--- src/rtl/tmr_pkg.sv ---
package tmr_pkg;
  // Register indices on the data window
  localparam int IX_CTRL   = 'h00;
  localparam int IX_CNT_LO = 'h08;
  localparam int IX_CNT_HI = 'h0C;
  localparam int IX_IRQEN  = 'h30;
  localparam int IX_CMP    = 'h40;
  localparam int CMP_STEP  = 8;
  localparam int DIV_LSB   = 8;

  // log2 of the division; anything but a clean one-hot 2 or 4 divides by 1
  function automatic logic [1:0] div_log(input logic [2:0] field);
    case (field)
      3'b010:  return 2'd1;
      3'b100:  return 2'd2;
      default: return 2'd0;
    endcase
  endfunction

  // Terminal prescale count for a given log2 division
  function automatic logic [2:0] div_limit(input logic [1:0] lg);
    return (3'd1 << lg) - 3'd1;
  endfunction
endpackage

--- src/rtl/tmr_prescale.sv ---
module tmr_prescale (
  input  logic       clk,
  input  logic       rst_n,
  input  logic       en,
  input  logic [1:0] lg,
  output logic       tick
);
  import tmr_pkg::*;
  logic [1:0] pcnt_q;
  logic [2:0] lim;

  assign lim  = div_limit(lg);
  // >= so that shrinking the divider never strands the count above the limit
  assign tick = en && ({1'b0, pcnt_q} >= lim);

  always_ff @(posedge clk or negedge rst_n) begin
    if (!rst_n)    pcnt_q <= '0;
    else if (!en)  pcnt_q <= '0;
    else if (tick) pcnt_q <= '0;
    else           pcnt_q <= pcnt_q + 2'd1;
  end
endmodule

--- src/rtl/tmr_counter.sv ---
module tmr_counter #(
  parameter int CW = 64
) (
  input  logic          clk,
  input  logic          rst_n,
  input  logic          tick,
  output logic [CW-1:0] count
);
  always_ff @(posedge clk or negedge rst_n) begin
    if (!rst_n)    count <= '0;
    else if (tick) count <= count + CW'(1);
  end
endmodule

--- src/rtl/tmr_irq.sv ---
module tmr_irq #(
  parameter int NCPU = 4,
  parameter int CW   = 64
) (
  input  logic [CW-1:0]      count,
  input  logic [NCPU*CW-1:0] cmp,
  input  logic [NCPU-1:0]    mask,
  output logic [NCPU-1:0]    irq
);
  for (genvar n = 0; n < NCPU; n++) begin : g_cpu
    assign irq[n] = mask[n] && (count >= cmp[n*CW +: CW]);
  end
endmodule

--- src/rtl/tmr_window.sv ---
module tmr_window #(
  parameter int NCPU  = 4,
  parameter int DW    = 32,
  parameter int IDX_W = 8
) (
  input  logic               clk,
  input  logic               rst_n,
  input  logic               wr_en,
  input  logic               rd_en,
  input  logic               sel_data,
  input  logic               sel_idx,
  input  logic [DW-1:0]      wdata,
  input  logic [2*DW-1:0]    count,
  output logic [DW-1:0]      rdata,
  output logic               ctrl_en,
  output logic [2:0]         div_field,
  output logic [NCPU-1:0]    mask,
  output logic [NCPU*2*DW-1:0] cmp,
  output logic               wr_miss,
  output logic               rd_miss
);
  import tmr_pkg::*;
  localparam int CW = 2 * DW;

  logic [IDX_W-1:0]      idx_q;
  logic [DW-1:0]         shadow_q;
  logic [NCPU-1:0][CW-1:0] cmp_q;
  logic is_ctrl, is_lo, is_hi, is_irqen, known;
  logic [NCPU-1:0] hit_lo, hit_hi;
  logic [DW-1:0] rd_val;

  assign is_ctrl  = idx_q == IDX_W'(IX_CTRL);
  assign is_lo    = idx_q == IDX_W'(IX_CNT_LO);
  assign is_hi    = idx_q == IDX_W'(IX_CNT_HI);
  assign is_irqen = idx_q == IDX_W'(IX_IRQEN);

  for (genvar n = 0; n < NCPU; n++) begin : g_dec
    assign hit_lo[n] = idx_q == IDX_W'(IX_CMP + CMP_STEP * n);
    assign hit_hi[n] = idx_q == IDX_W'(IX_CMP + CMP_STEP * n + 4);
    assign cmp[n*CW +: CW] = cmp_q[n];
  end

  assign known   = is_ctrl || is_lo || is_hi || is_irqen || (|hit_lo) || (|hit_hi);
  assign wr_miss = wr_en && sel_data && !known;
  assign rd_miss = rd_en && sel_data && !known;

  always_comb begin
    rd_val = '0;
    if (is_ctrl) begin
      rd_val[0]                 = ctrl_en;
      rd_val[DIV_LSB +: 3]      = div_field;
    end
    if (is_lo)    rd_val = count[DW-1:0];
    if (is_hi)    rd_val = shadow_q;
    if (is_irqen) rd_val[NCPU-1:0] = mask;
    for (int n = 0; n < NCPU; n++) begin
      if (hit_lo[n]) rd_val = cmp_q[n][DW-1:0];
      if (hit_hi[n]) rd_val = cmp_q[n][CW-1:DW];
    end
  end

  always_ff @(posedge clk or negedge rst_n) begin
    if (!rst_n) begin
      idx_q     <= '0;
      ctrl_en   <= 1'b0;
      div_field <= '0;
      mask      <= '0;
      shadow_q  <= '0;
      rdata     <= '0;
      for (int n = 0; n < NCPU; n++) cmp_q[n] <= '1;
    end else begin
      if (wr_en && sel_idx) idx_q <= wdata[IDX_W-1:0];
      if (wr_en && sel_data) begin
        if (is_ctrl) begin
          ctrl_en   <= wdata[0];
          div_field <= wdata[DIV_LSB +: 3];
        end
        if (is_irqen) mask <= wdata[NCPU-1:0];
        for (int n = 0; n < NCPU; n++) begin
          if (hit_lo[n]) cmp_q[n][DW-1:0]  <= wdata;
          if (hit_hi[n]) cmp_q[n][CW-1:DW] <= wdata;
        end
      end
      if (rd_en && sel_idx)  rdata <= DW'(idx_q);
      if (rd_en && sel_data) begin
        rdata <= rd_val;
        if (is_lo) shadow_q <= count[CW-1:DW];
      end
    end
  end
endmodule

--- src/rtl/idx_timer.sv ---
module idx_timer #(
  parameter int NCPU  = 4,
  parameter int DW    = 32,
  parameter int IDX_W = 8,
  parameter int ABITS = 3
) (
  input  logic             clk,
  input  logic             rst_n,
  input  logic             bus_wr,
  input  logic             bus_rd,
  input  logic [ABITS-1:0] bus_addr,
  input  logic [DW-1:0]    bus_wdata,
  output logic [DW-1:0]    bus_rdata,
  output logic [NCPU-1:0]  irq
);
  import tmr_pkg::*;
  localparam int CW = 2 * DW;

  logic sel_data, sel_idx, ctrl_en, tick, wr_miss, rd_miss;
  logic [2:0] div_field, div_onehot;
  logic [1:0] lg;
  logic [NCPU-1:0] mask;
  logic [NCPU*CW-1:0] cmp;
  logic [CW-1:0] count;

  assign sel_data   = bus_addr == ABITS'(0);
  assign sel_idx    = bus_addr == ABITS'(4);
  assign lg         = div_log(div_field);
  assign div_onehot = 3'b001 << lg;

  tmr_window #(.NCPU(NCPU), .DW(DW), .IDX_W(IDX_W)) u_win (
    .clk(clk), .rst_n(rst_n), .wr_en(bus_wr), .rd_en(bus_rd),
    .sel_data(sel_data), .sel_idx(sel_idx), .wdata(bus_wdata), .count(count),
    .rdata(bus_rdata), .ctrl_en(ctrl_en), .div_field(div_field), .mask(mask),
    .cmp(cmp), .wr_miss(wr_miss), .rd_miss(rd_miss)
  );

  tmr_prescale u_pre (
    .clk(clk), .rst_n(rst_n), .en(ctrl_en), .lg(lg), .tick(tick)
  );

  tmr_counter #(.CW(CW)) u_cnt (
    .clk(clk), .rst_n(rst_n), .tick(tick), .count(count)
  );

  tmr_irq #(.NCPU(NCPU), .CW(CW)) u_irq (
    .count(count), .cmp(cmp), .mask(mask), .irq(irq)
  );
endmodule

--- config.mk ---
export PLATFORM = sky130hd
export DESIGN_NAME = idx_timer
export DESIGN_NICKNAME = d
export VERILOG_FILES = /design/src/rtl/tmr_pkg.sv /design/src/rtl/tmr_prescale.sv /design/src/rtl/tmr_counter.sv /design/src/rtl/tmr_irq.sv /design/src/rtl/tmr_window.sv /design/src/rtl/idx_timer.sv
export SDC_FILE = /design/constraint.sdc
export NUM_CORES = 1
export LEC_CHECK = 0
export ABC_CLOCK_PERIOD_IN_PS = 5100
export BUFFER_PORTS_ARGS = -buffer_cell sky130_fd_sc_hd__buf_2
export CORE_ASPECT_RATIO = 1.5
export CORE_MARGIN = 2
export CORE_UTILIZATION = 48
export DETAILED_ROUTE_END_ITERATION = 12
export PLACE_DENSITY = 0.61
export SLEW_MARGIN = 20
export SYNTH_ARGS = -nofsm -noshare
export SYNTH_HDL_FRONTEND = slang
export SYNTH_SLANG_ARGS = --single-unit
--- constraint.sdc ---
create_clock -name clk -period 5.1 [get_ports clk]
set_input_delay 0.765 -clock clk [delete_from_list [all_inputs] [get_ports clk]]
set_output_delay 0.765 -clock clk [all_outputs]
set_load 0.01 [all_outputs]
==> impl_metrics.ini, run 1 <==
[timing]
min_period_over_period_pct = 88.8
slew_headroom_pct = 24.0
rsz0062_at_grt = no
hold_violations = 0
setup_violations = 0
setup_tns_ps = 0
setup_ws_ps = 570
worst_clock_skew_ps = 21.1
min_period_ps = 4530
fmax_mhz = 221
worst_pin_slew_ps = 1140
slew_violations = 0

[synth]
synth_area_leaders = dfstp_2 (26%), dfrtp_1 (14%), ha_1 (13%), mux2_2 (7.1%), mux2_1 (3.9%)
yosysTopAreaCell = dfstp_2
syn_avg_cell_area_sq_um = 10.5
synth_cell_types = 76
synth_edf_count = 0
ys_seq_area_share_pct = 40.7
netlist_area_sq_mm = 0.0255
synth_nets = 2729
synthArstFlopShare_pct = 100
synthFlopType = dfstp_2
ys_seq_elements = 402
netlist_instances = 2431
synthDominantCellAreaShare_pct = 26.4
ys_warn_count = 0

[global_route]
antenna_found_initial = 0
grt_pass1_vias = 20467
grtUsageTotal_pct = 31.3
grt_max_degree = 117
grt_first_pass_wirelength_microns = 128000
grt_overflow = 0

[critical_path]
start_kind = flop
cpMaxStageDelayCell = a211oi_1
cp_max_fo = 9
endpoint_kind = primary output
worst-setup-path-type = reg -> out
max_stage_delay_ps = 750
worstPathCellList = ha_1 > o21ai_0 > a211oi_1 > o311a_1 > a21oi_1 > nand4b_1 > a221oi_1 > o31ai_1 > buf_2
cp.required_ps = 4340
critPathArrivalTime_ps = 3770

[clock_tree]
postCtsSetupRepairBufs = 0
cts.sinks = 402
clk_latency_ps = 570
cts_resized = 0
cts_buffers = 43
clk_pin_slew_ps = 60
clk_path_buf_depth = 3
ctsHoldBuffers = 0
cts_root_buf = clkbuf_16
cts_tree = built
h-tree-depth = 2

[placement]
port_buffers = 74
placed_cell_area_sq_mm = 0.0265
hpwlAfterDp_microns = 62300
gp_congestion = 0.936
place_ws_ps = 1270

[die]
chipHeight_microns = 286
rows = 103
fp.coreArea_sq_mm = 0.0526
die-width_microns = 192
die_area_sq_mm = 0.0550
start_util_pct = 48.5
io_pins = 75

[drt]
drtIter0Drc = 1404
routed_wl_microns = 85300
via_per_inst = 6.11
dr.pass1.iters = 6
num_vias = 19546
drc = 0
drt.antenna.violating_nets = 0
post_drt_wl_per_cell_microns = 26.7

[power]
p_clk_share_pct = 40.2
internal_power_uw = 6040
p_per_area_mw_per_mm2 = 304
p_sw_share_pct = 29.3
power.switching_uw = 2500
seq_power_share_pct = 43.0
comb_power_share_pct = 16.8
ir_drop_v = 0.000243
cellLeakagePower_uw = 0.0125
power_uw = 8540

[finish]
drive_gt1_share_pct = 27.2
area_growth_pct = 10.1
regArea_sq_mm = 0.0104
nNetsFinal = 2779
design_area_sq_mm = 0.0281
final_core_utilization_pct = 53.4
nFillCells = 4737
num_antenna_cells = 0
multi_input_area_sq_mm = 0.0137

[hold_path]
hold_class = in -> async

[flow_run]
maxCapViolations = 0

[status]
status = completed
## through the flow
stage,hold WS [ps],instances
6_report,193,3197
5_1_grt,248,3197
4_1_cts,221,3197
3_5_place_dp,478,3118
3_3_place_gp,458,3117
2_1_floorplan,443,2431
## cell usage after synthesis, types with 18 or more instances
library cell and n:
a2111oi_0 29, a21oi_1 107, a22oi_1 68, a2bb2oi_1 21
and3_1 18, buf_2 37, clkbuf_1 37, dfrtp_1 146
dfstp_2 256, ha_1 259, inv_1 260, mux2_1 88
mux2_2 160, mux2_4 59, mux2i_1 28, nand2_1 138
nand3_1 48, nand4_1 53, nor2_1 145, nor3_1 19
o21a_1 34, o21ai_0 108, o21ai_1 25, xnor2_1 40
xor2_1 25
## worst max-delay path, delay by kind of cell (launching register included)
| kind | cells | cell delay [ps] |
|---|---|---|
| fa+ha+maj | 1 | 370 |
| compound gates | 6 | 1920 |
| buf+inv | 1 | 230 |
| simple gates | 1 | 110 |
| flops | 1 | 580 |
## flip-flops by register name (all words and copies together), names as in the netlist
signal           count
u_win.rdata         32
u_pre.pcnt_q         2
u_win.mask           4
u_win.shadow_q      32
u_cnt.count         64
u_win.idx_q          8
u_win.cmp          256
u_win.ctrl_en        1
u_win.div_field      3
## layout by cell type, fill, tap and decap left out, types with 18 or more instances in the layout
master and count:
a2111oi_0 28, a21oi_1 107, a22oi_1 68, a2bb2oi_1 21
and3_1 18, buf_2 73, buf_4 28, clkbuf_16 45
dfrtp_1 144, dfstp_2 256, ha_1 259, inv_1 260
mux2_1 88, mux2_2 160, mux2_4 59, mux2i_1 28
nand2_1 132, nand3_1 48, nand4_1 53, nor2_1 144
nor3_1 18, o21a_1 34, o21ai_0 108, o21ai_1 25
xnor2_1 40, xor2_1 25
## layout make-up
cell class                      instances  share of cell area [%]
Multi-Input combinational cell       1668                    48.7
Sequential cell                       402                    37.0
Clock buffer                           63                    4.50
Inverter                              260                    3.48
Tap cell                              682                    3.04
Timing Repair Buffer                  106                    2.35
Clock inverter                         16                   0.927
## power groups by stage
stage	Combinational (uW)	Clock, uW	Sequential [uW]
3_3_place_gp	1390	0	3710
5_1_grt	1560	3640	3690
6_report	1440	3440	3670
4_1_cts	1430	3500	3660
3_5_place_dp	1420	0	3710
2_1_floorplan	884	0	3600
## logic make-up (layout without fill, tap and decap cells)
logic type,Yosys count,in the layout,share of synthesized area [%]
adder cells (fa/ha/maj),259,259,12.7
flip-flops,402,402,40.7
AND/OR/NAND/NOR,498,498,9.89
multiplexers,335,335,15.5
AO/OA/AOI/OAI,511,511,13.1
XOR/XNOR,65,65,2.23
buffers and inverters,361,445,5.82
## per-layer routing
metal | up-vias | share of wire, % | track usage, % | wire length [microns]
met2 | 647 | 50 | 53.9 | 42300
met3 | 251 | 4.1 | 3.57 | 3530
met1 | 9795 | 39 | 37.1 | 33400
met4 | 0 | 7.1 | 19.5 | 6080
met5 | - | 0 | 0 | 0
li1 | 8853 | - | - | -
## worst paths after layout
path / slack (ps) / cells after the start / end / startpoint
setup / recovery: 570 / 9 / irq[1] / u_cnt.count[7]$_DFFE_PN0P_
hold / removal: 190 / 1 / u_cnt.count[8]$_DFFE_PN0P_ / rst_n
setup reg to reg: 1340 / 5 / u_win.cmp[99]$_DFFE_PN1P_ / u_win.idx_q[6]$_DFFE_PN0P_
hold reg to reg: 480 / 1 / u_pre.pcnt_q[0]$_DFF_PN0_ / u_pre.pcnt_q[0]$_DFF_PN0_
max in group asynchronous: 3750 / 2 / u_win.shadow_q[22]$_DFFE_PN0P_ / rst_n
min in group clk: 480 / 1 / u_pre.pcnt_q[0]$_DFF_PN0_ / u_pre.pcnt_q[0]$_DFF_PN0_
(Power assumes the default switching activity.)
==> run 2, diff against run 1 <==
==> constraint.sdc (replaced) <==
create_clock -name clk -period 5.1 [get_ports clk]
set_input_delay 1.02 -clock clk [delete_from_list [all_inputs] [get_ports clk]]
set_output_delay 1.02 -clock clk [all_outputs]
set_load 0.01 [all_outputs]
==> impl_metrics.ini, run 2 (synthesis gave the netlist of run 1 again) <==
[status]
status = completed

[timing]
fmax_mhz = 203
slew_headroom_pct = 20.5
min_period_ps = 4920
slew_violations = 0
worst_clock_skew_ps = 18.2
worst_pin_slew_ps = 1180
setup_violations = 0
min_period_over_period_pct = 96.5
hold_violations = 0
setup_tns_ps = 0
rsz0062_at_grt = no

[finish]
final_common_cell = inv_1
drive_gt1_share_pct = 27.5
num_antenna_cells = 0
nNetsFinal = 2780
mostFrequentLayoutCells = inv_1 (260), ha_1 (259), dfstp_2 (256)
final_core_utilization_pct = 53.4
area_growth_pct = 10.2
layout.cells.non_filler = 3198
largest_reg_flops = 256

[critical_path]
critPathArrivalTime_ps = 3900
cpMaxStageDelayCell = a2111oi_1
start_kind = flop
path_delay_family = compound AO/OA/AOI/OAI gates
worst-setup-path-type = reg -> out
worstPathBufferInverterCount = 1
endpoint_kind = primary output
worstPathCellList = ha_1 > or3_1 > a2111oi_1 > o21ai_0 > a221oi_1 > o41ai_1 > buf_2
cp.required_ps = 4080
cp_max_fo = 9
max_stage_delay_ps = 890

[global_route]
grt_first_pass_wirelength_microns = 131000
antenna_found_initial = 0
grtUsageTotal_pct = 32.1
grt_pass1_vias = 20744
grt_max_degree = 112
grt_overflow = 0

[clock_tree]
ctsHoldBuffers = 0
clk_pin_slew_ps = 60
cts_buffers = 43
clk_latency_ps = 580
cts_root_buf = clkbuf_16
cts.sinks = 402
clk_path_buf_depth = 3
postCtsSetupRepairBufs = 0
cts_resized = 0
h-tree-depth = 2
cts_tree = built

[die]
fp.coreArea_sq_mm = 0.0526
die-width_microns = 192
start_util_pct = 48.5
die_area_sq_mm = 0.0550
chipHeight_microns = 286
rows = 103
io_pins = 75

[drt]
post_drt_wl_per_cell_microns = 27.3
dr.pass1.iters = 5
drtIter0Drc = 1197
routed_wl_microns = 87200
num_vias = 19700
via_per_inst = 6.16
drc = 0
drt.antenna.violating_nets = 0

[flow_run]
maxCapViolations = 0

[placement]
hpwlAfterDp_microns = 62900
placed_cells = 3119
gp_congestion = 0.926
port_buffers = 74

[power]
p_per_area_mw_per_mm2 = 304
ir_drop_v = 0.000259
power_uw = 8530
cellLeakagePower_uw = 0.0126

[hold_path]
hold_class = reg -> reg
==> run 2: final cells by class <==
cell class              count  area (sq um)
multi-input cells        1668         13700
flip-flops and latches    402         10400
inverters                 260           976
well taps                 682           853
repair buffers            107           666
fillers                  4704         24500
clock buffers              66          1370
clock inverters            13           169
==> run 2: report_power, final <==
| part | switching, uW | leakage, uW | internal, uW |
|---|---|---|---|
| Combinational | 931 | 0.00715 | 520 |
| Clock | 1370 | 0.000767 | 2050 |
| Sequential | 227 | 0.00464 | 3440 |
| Total | 2520 | 0.0126 | 6010 |
==> run 2: final timing paths <==
path / startpoint / end / slack [ps] / depth (start not counted)
max: u_cnt.count[5]$_DFFE_PN0P_ / irq[3] / 180 / 7
max reg2reg: u_win.idx_q[3]$_DFFE_PN0P_ / u_win.shadow_q[28]$_DFFE_PN0P_ / 1440 / 5
min in group asynchronous: rst_n / u_cnt.count[9]$_DFFE_PN0P_ / 570 / 1
max in group asynchronous: rst_n / u_win.cmp[173]$_DFFE_PN1P_ / 3340 / 2
min reg2reg: u_pre.pcnt_q[0]$_DFF_PN0_ / u_pre.pcnt_q[0]$_DFF_PN0_ / 490 / 1
min: u_pre.pcnt_q[0]$_DFF_PN0_ / u_pre.pcnt_q[0]$_DFF_PN0_ / 490 / 1
==> run 2: metal layers <==
| layer | routed length, microns | vias up | share of wire, % | track usage (%) |
|---|---|---|---|---|
| met1 | 33800 | 9890 | 39 | 37.4 |
| li1 | - | 8857 | - | - |
| met5 | 0 | - | 0 | 0 |
| met4 | 6780 | 0 | 7.8 | 21.5 |
| met3 | 3580 | 288 | 4.1 | 3.90 |
| met2 | 43100 | 665 | 49 | 55.0 |
==> run 2: per-stage QoR <==
stage / instance area (sq um) / hold slack (ps) / setup slack, ps
floorplan: 25500 / 443 / 1860
global placement: 26500 / 458 / 422
detailed placement: 26500 / 483 / 802
CTS: 28100 / 492 / 171
global route: 28100 / 521 / 94.7
finish: 28100 / 486 / 179
